[config.mk]
export PLATFORM = sky130hd
export DESIGN_NAME = pulse_latch_port
export DESIGN_NICKNAME = d
export VERILOG_FILES = /design/src/rtl/plp_pkg.sv /design/src/rtl/plp_regs.sv /design/src/rtl/plp_pulse_chan.sv /design/src/rtl/pulse_latch_port.sv
export SDC_FILE = /design/constraint.sdc
export NUM_CORES = 1
export LEC_CHECK = 0
export BUFFER_PORTS_ARGS = -buffer_cell sky130_fd_sc_hd__buf_2
export CORE_ASPECT_RATIO = 0.9
export CORE_MARGIN = 2
export CORE_UTILIZATION = 60
export CTS_CLUSTER_SIZE = 25
export DETAILED_ROUTE_END_ITERATION = 8
export MAX_ROUTING_LAYER = met4
export PLACE_DENSITY = 0.86
export SLEW_MARGIN = 30
export SYNTH_ARGS = -nofsm -noshare
export SYNTH_HDL_FRONTEND = slang
export SYNTH_HIERARCHICAL = 1
export SYNTH_SLANG_ARGS = --single-unit
[constraint.sdc]
create_clock -name clk -period 3.3 [get_ports clk]
set_input_delay 0.495 -clock clk [delete_from_list [all_inputs] [get_ports clk]]
set_output_delay 0.495 -clock clk [all_outputs]
set_load 0.005 [all_outputs]
[src/rtl/plp_pkg.sv]
package plp_pkg;
    typedef enum logic {
        CH_IDLE = 1'b0,
        CH_HIGH = 1'b1
    } chan_state_e;

    localparam int unsigned WORD_MODE  = 2;
    localparam int unsigned WORD_PULSE = 3;
    localparam int unsigned WORD_LATCH = 4;
endpackage

[src/rtl/plp_regs.sv]
module plp_regs
    import plp_pkg::*;
#(
    parameter int unsigned ADDR_W = 6,
    parameter int unsigned DATA_W = 32,
    parameter int unsigned OUT_W  = 24
) (
    input  logic              clk,
    input  logic              rst_n,
    input  logic              bus_wr,
    input  logic              bus_rd,
    input  logic [ADDR_W-1:0] bus_addr,
    input  logic [DATA_W-1:0] bus_wdata,
    output logic [OUT_W-1:0]  mode_q,
    output logic [OUT_W-1:0]  latch_q,
    output logic [OUT_W-1:0]  fire,
    output logic [DATA_W-1:0] bus_rdata
);
    localparam int unsigned PAD_W = DATA_W - OUT_W;

    logic             hit_mode, hit_pulse, hit_latch;
    logic [OUT_W-1:0] wr_val;
    logic [OUT_W-1:0] rd_val;
    logic             unused_wdata_hi;

    assign hit_mode  = (bus_addr == ADDR_W'(WORD_MODE));
    assign hit_pulse = (bus_addr == ADDR_W'(WORD_PULSE));
    assign hit_latch = (bus_addr == ADDR_W'(WORD_LATCH));
    assign wr_val    = bus_wdata[OUT_W-1:0];
    assign unused_wdata_hi = ^bus_wdata[DATA_W-1:OUT_W];

    // Strobe decode: only pulse-mode positions carrying a 1 fire.
    assign fire = (bus_wr && hit_pulse) ? (wr_val & mode_q) : '0;

    always_ff @(posedge clk or negedge rst_n) begin
        if (!rst_n) begin
            mode_q  <= '0;
            latch_q <= '0;
        end else if (bus_wr) begin
            if (hit_mode)  mode_q  <= wr_val;
            if (hit_latch) latch_q <= wr_val;
        end
    end

    always_comb begin
        rd_val = '0;
        if (hit_mode)  rd_val = mode_q;
        if (hit_latch) rd_val = latch_q;
    end

    always_ff @(posedge clk or negedge rst_n) begin
        if (!rst_n) begin
            bus_rdata <= '0;
        end else if (bus_rd) begin
            bus_rdata <= {{PAD_W{1'b0}}, rd_val};
        end
    end
endmodule

[src/rtl/plp_pulse_chan.sv]
module plp_pulse_chan
    import plp_pkg::*;
#(
    parameter int unsigned PULSE_W = 4
) (
    input  logic clk,
    input  logic rst_n,
    input  logic enable,
    input  logic fire,
    output logic active
);
    localparam int unsigned CNT_W = (PULSE_W > 1) ? $clog2(PULSE_W) : 1;
    localparam logic [CNT_W-1:0] LAST = CNT_W'(PULSE_W - 1);

    chan_state_e      state_q, state_d;
    logic [CNT_W-1:0] cnt_q, cnt_d;

    always_ff @(posedge clk or negedge rst_n) begin
        if (!rst_n) begin
            state_q <= CH_IDLE;
            cnt_q   <= '0;
        end else begin
            state_q <= state_d;
            cnt_q   <= cnt_d;
        end
    end

    always_comb begin
        state_d = state_q;
        cnt_d   = cnt_q;
        unique case (state_q)
            CH_IDLE: begin
                if (fire && enable) begin
                    state_d = CH_HIGH;
                    cnt_d   = LAST;
                end
            end
            CH_HIGH: begin
                if (!enable) begin
                    state_d = CH_IDLE;
                    cnt_d   = '0;
                end else if (fire) begin
                    cnt_d   = LAST;
                end else if (cnt_q == '0) begin
                    state_d = CH_IDLE;
                end else begin
                    cnt_d   = cnt_q - 1'b1;
                end
            end
            default: begin
                state_d = CH_IDLE;
                cnt_d   = '0;
            end
        endcase
    end

    always_comb begin
        active = (state_q == CH_HIGH);
    end
endmodule

[src/rtl/pulse_latch_port.sv]
module pulse_latch_port
    import plp_pkg::*;
#(
    parameter int unsigned ADDR_W  = 6,
    parameter int unsigned DATA_W  = 32,
    parameter int unsigned OUT_W   = 24,
    parameter int unsigned PULSE_W = 4
) (
    input  logic              clk,
    input  logic              rst_n,
    input  logic              bus_wr,
    input  logic              bus_rd,
    input  logic [ADDR_W-1:0] bus_addr,
    input  logic [DATA_W-1:0] bus_wdata,
    output logic [DATA_W-1:0] bus_rdata,
    output logic [OUT_W-1:0]  port_out
);
    logic [OUT_W-1:0] mode_q;
    logic [OUT_W-1:0] latch_q;
    logic [OUT_W-1:0] fire;
    logic [OUT_W-1:0] pulse_act;

    plp_regs #(
        .ADDR_W (ADDR_W),
        .DATA_W (DATA_W),
        .OUT_W  (OUT_W)
    ) regs_i (
        .clk       (clk),
        .rst_n     (rst_n),
        .bus_wr    (bus_wr),
        .bus_rd    (bus_rd),
        .bus_addr  (bus_addr),
        .bus_wdata (bus_wdata),
        .mode_q    (mode_q),
        .latch_q   (latch_q),
        .fire      (fire),
        .bus_rdata (bus_rdata)
    );

    for (genvar i = 0; i < OUT_W; i++) begin : g_bit
        plp_pulse_chan #(
            .PULSE_W (PULSE_W)
        ) chan_i (
            .clk    (clk),
            .rst_n  (rst_n),
            .enable (mode_q[i]),
            .fire   (fire[i]),
            .active (pulse_act[i])
        );

        assign port_out[i] = mode_q[i] ? pulse_act[i] : latch_q[i];
    end
endmodule

==> results_dict.tcl <==
set metrics [dict create \
    endpoint_kind "flip-flop" \
    overflow 0 \
    yosysMostFrequentCell "dfrtp_1" \
    final_area_mm2 0.00869 \
    wl_met1_um 7240 \
    max_freq_ghz 0.508 \
    synth-edff-count 0 \
    synthFlopType "dfrtp_1" \
    hold_violations 0 \
    top_layer "met4" \
    start_kind "input pin" \
    maxCapViolCount 0 \
    yosysTopAreaCell "dfrtp_1" \
    syn_area_mm2 0.00765 \
    crit_fanout 25 \
    status "completed" \
    internal_power_w 0.00318 \
    finalSetupViolations 0 \
    die_area_mm2 0.0137 \
    worst_slew_pin_slew_ps 763 \
    period_share_pct 59.7 \
    drive_above_1_share_pct 28.2 \
    hpwl_um 10600 \
    wl_per_cell_um 19.8 \
    grt_util_all_layers_pct 27.2 \
    synthCells 588 \
    port_buffers 81 \
    yosysWarnings 6 \
    critPathRequiredTime_ps 3610 \
    synth_top_area_share_pct 47.1 \
    synth_common_cells "dfrtp_1 (144), inv_1 (72), mux2_4 (64), a221o_1 (48), and4bb_1 (48)" \
    area_growth_syn_to_layout_pct 13.6 \
    slew_violations 0 \
    grt_pass1_wl_um 27900 \
    hp-class "in -> async" \
    cp_cell_sequence "buf_2, nor2b_2, buf_4, and3_2, buf_4, mux2_2" \
    drt-initial-drc-count 380 \
    comb_power_share_pct 9.0 \
    vdd_drop_max_uv 355 \
    critPathKind "in -> reg" \
    cts_htree_levels 4 \
    core_area_mm2 0.0126 \
    die_x_um 123 \
    ys_seq_elements 144 \
    antenna_found_initial 0 \
    num_io_pins 98 \
    final_util_pct 69.1 \
    tns_ps 0 \
    reg2regPathDepth 4 \
    cts_resized 0 \
    clock-sinks 144 \
    cts_setup_buffers 0 \
    critPathMostFrequentCell "buf_4" \
    synth_cell_types 23 \
    start_util_pct 60.8 \
    grt_pass1_vias 5500 \
    rows 39 \
    sequentialPowerShare_pct 47.7 \
    synth_seq_area_share_pct 47.1 \
    rsz0062_at_grt "no" \
    syn_avg_cell_area_um2 13.0 \
    fin_crit_ps 1970 \
    n_antenna_cell 0 \
    ctsHoldBuffers 0 \
    power_w 0.00419 \
    postPlaceCellArea_mm2 0.00814 \
    clk_pin_slew_ps 60 \
    arrival_ps 2280 \
    cpPeakStageDelay_ps 530 \
    p_switching_w 0.00100 \
    synth-async-reset-ratio_pct 100 \
    clockBufferDepth 2 \
    rrSetupSlack_ps 1940 \
    drt_wl_total_um 16900 \
    die_h_um 111 \
    p_leak_nw 4.19 \
    yosys-top-cells-area "dfrtp_1 (47%), mux2_4 (13%), and4bb_1 (7.8%)" \
    first_pass_iters 5 \
    grt_max_degree 82 \
    cts_inserted_buffers 17 \
    viasPerCell 6.10 \
    switching_share_pct 24.0 \
    fin_worst_skew_ps 7.40 \
    cts_tree "yes" \
    wl_met3_um 785 \
    place.gp.congestion 0.817 \
    cellPowerDensity_mw_per_mm2 481 \
    layout.nets 743 \
    clockRootBuffer "clkbuf_16" \
    insertion_delay_ps 420 \
    post-route-drc-count 0 \
    vias 5197 \
    clkPwrFrac_pct 43.3 \
    ant_nets 0 \
    slowest_stage "and3_2" \
    maxSlewHeadroom_pct 49.2 \
    route.met2.wl_um 8650 \
]
per-layer routing:
| layer | vias to the layer above | track usage (%) |
|---|---|---|
| met5 | - | - |
| met4 | 0 | 9.32 |
| met3 | 25 | 7.20 |
| met2 | 116 | 43.3 |
| met1 | 2663 | 33.7 |
| li1 | 2393 | - |
power groups by stage:
stage | combinational [W] | sequential [W] | clock, W
after floorplan | 0.000245 | 0.00198 | 0
after global placement | 0.000362 | 0.00200 | 0
after detailed placement | 0.000376 | 0.00202 | 0
after CTS | 0.000379 | 0.00199 | 0.00184
after global routing | 0.000408 | 0.00201 | 0.00193
final | 0.000377 | 0.00199 | 0.00181
worst max-delay path: cells and delay by family:
family	cells	cell delay [ps]
buffers and inverters	3	740
AND/OR/NAND/NOR	2	680
multiplexers	1	350
metrics by stage:
| step | cells | hold slack, ps | setup slack (ps) |
|---|---|---|---|
| final | 852 | 119 | 1330 |
| after detailed placement | 822 | 494 | 899 |
| after global placement | 822 | 491 | 953 |
| after floorplan | 595 | 199 | 1550 |
| after CTS | 852 | 158 | 1350 |
| after global routing | 852 | 175 | 1260 |
path summary, 6_finish.rpt:
path                                                          to                            startpoint
max in group asynchronous   g_bit[0].chan_i/cnt_q[0]$_DFFE_PN0P_                                 rst_n
min in group clk                  regs_i/latch_q[13]$_DFFE_PN0P_                         bus_wdata[13]
min reg2reg                 g_bit[3].chan_i/cnt_q[1]$_DFFE_PN0P_  g_bit[3].chan_i/cnt_q[1]$_DFFE_PN0P_
max reg2reg                 g_bit[8].chan_i/cnt_q[1]$_DFFE_PN0P_  g_bit[8].chan_i/cnt_q[0]$_DFFE_PN0P_
max                                regs_i/mode_q[14]$_DFFE_PN0P_                           bus_addr[1]
min                        g_bit[17].chan_i/cnt_q[0]$_DFFE_PN0P_                                 rst_n
cells in the final DEF, fill, tap and decap left out, types with 9 or more instances in the layout:
cell type	instances
a22oi_1	24
o22ai_1	24
dfrtp_1	144
and3_1	24
ha_1	24
a221o_1	48
nor2b_1	24
and4bb_1	48
o21a_1	24
clkbuf_16	17
buf_4	9
buf_2	80
mux2_4	64
inv_1	72
a21bo_1	24
sequential cells by signal, indices dropped and copies added, names as in the netlist:
signal,cells
regs_i/latch_q,24
regs_i/mode_q,24
g_bit.chan_i/cnt_q,48
regs_i/bus_rdata,24
g_bit.chan_i/active,24
final cells by class:
cell class	count	area (µm²)
inverters	72	270
multi-input cells	352	3590
well taps	164	205
clock inverters	5	55.1
fillers	881	3890
repair buffers	90	479
flip-flops and latches	144	3600
clock buffers	25	495
cell families after synthesis:
| kind of cell | synth area share (%) |
|---|---|
| multiplexers | 13.7 |
| AND/OR/NAND/NOR | 12.6 |
| AO/OA/AOI/OAI | 16.1 |
| other | 0.0490 |
| adder cells (fa/ha/maj) | 3.92 |
| flip-flops | 47.1 |
| buffers and inverters | 6.52 |
No activity file was read; power rests on OpenSTA's default activity.
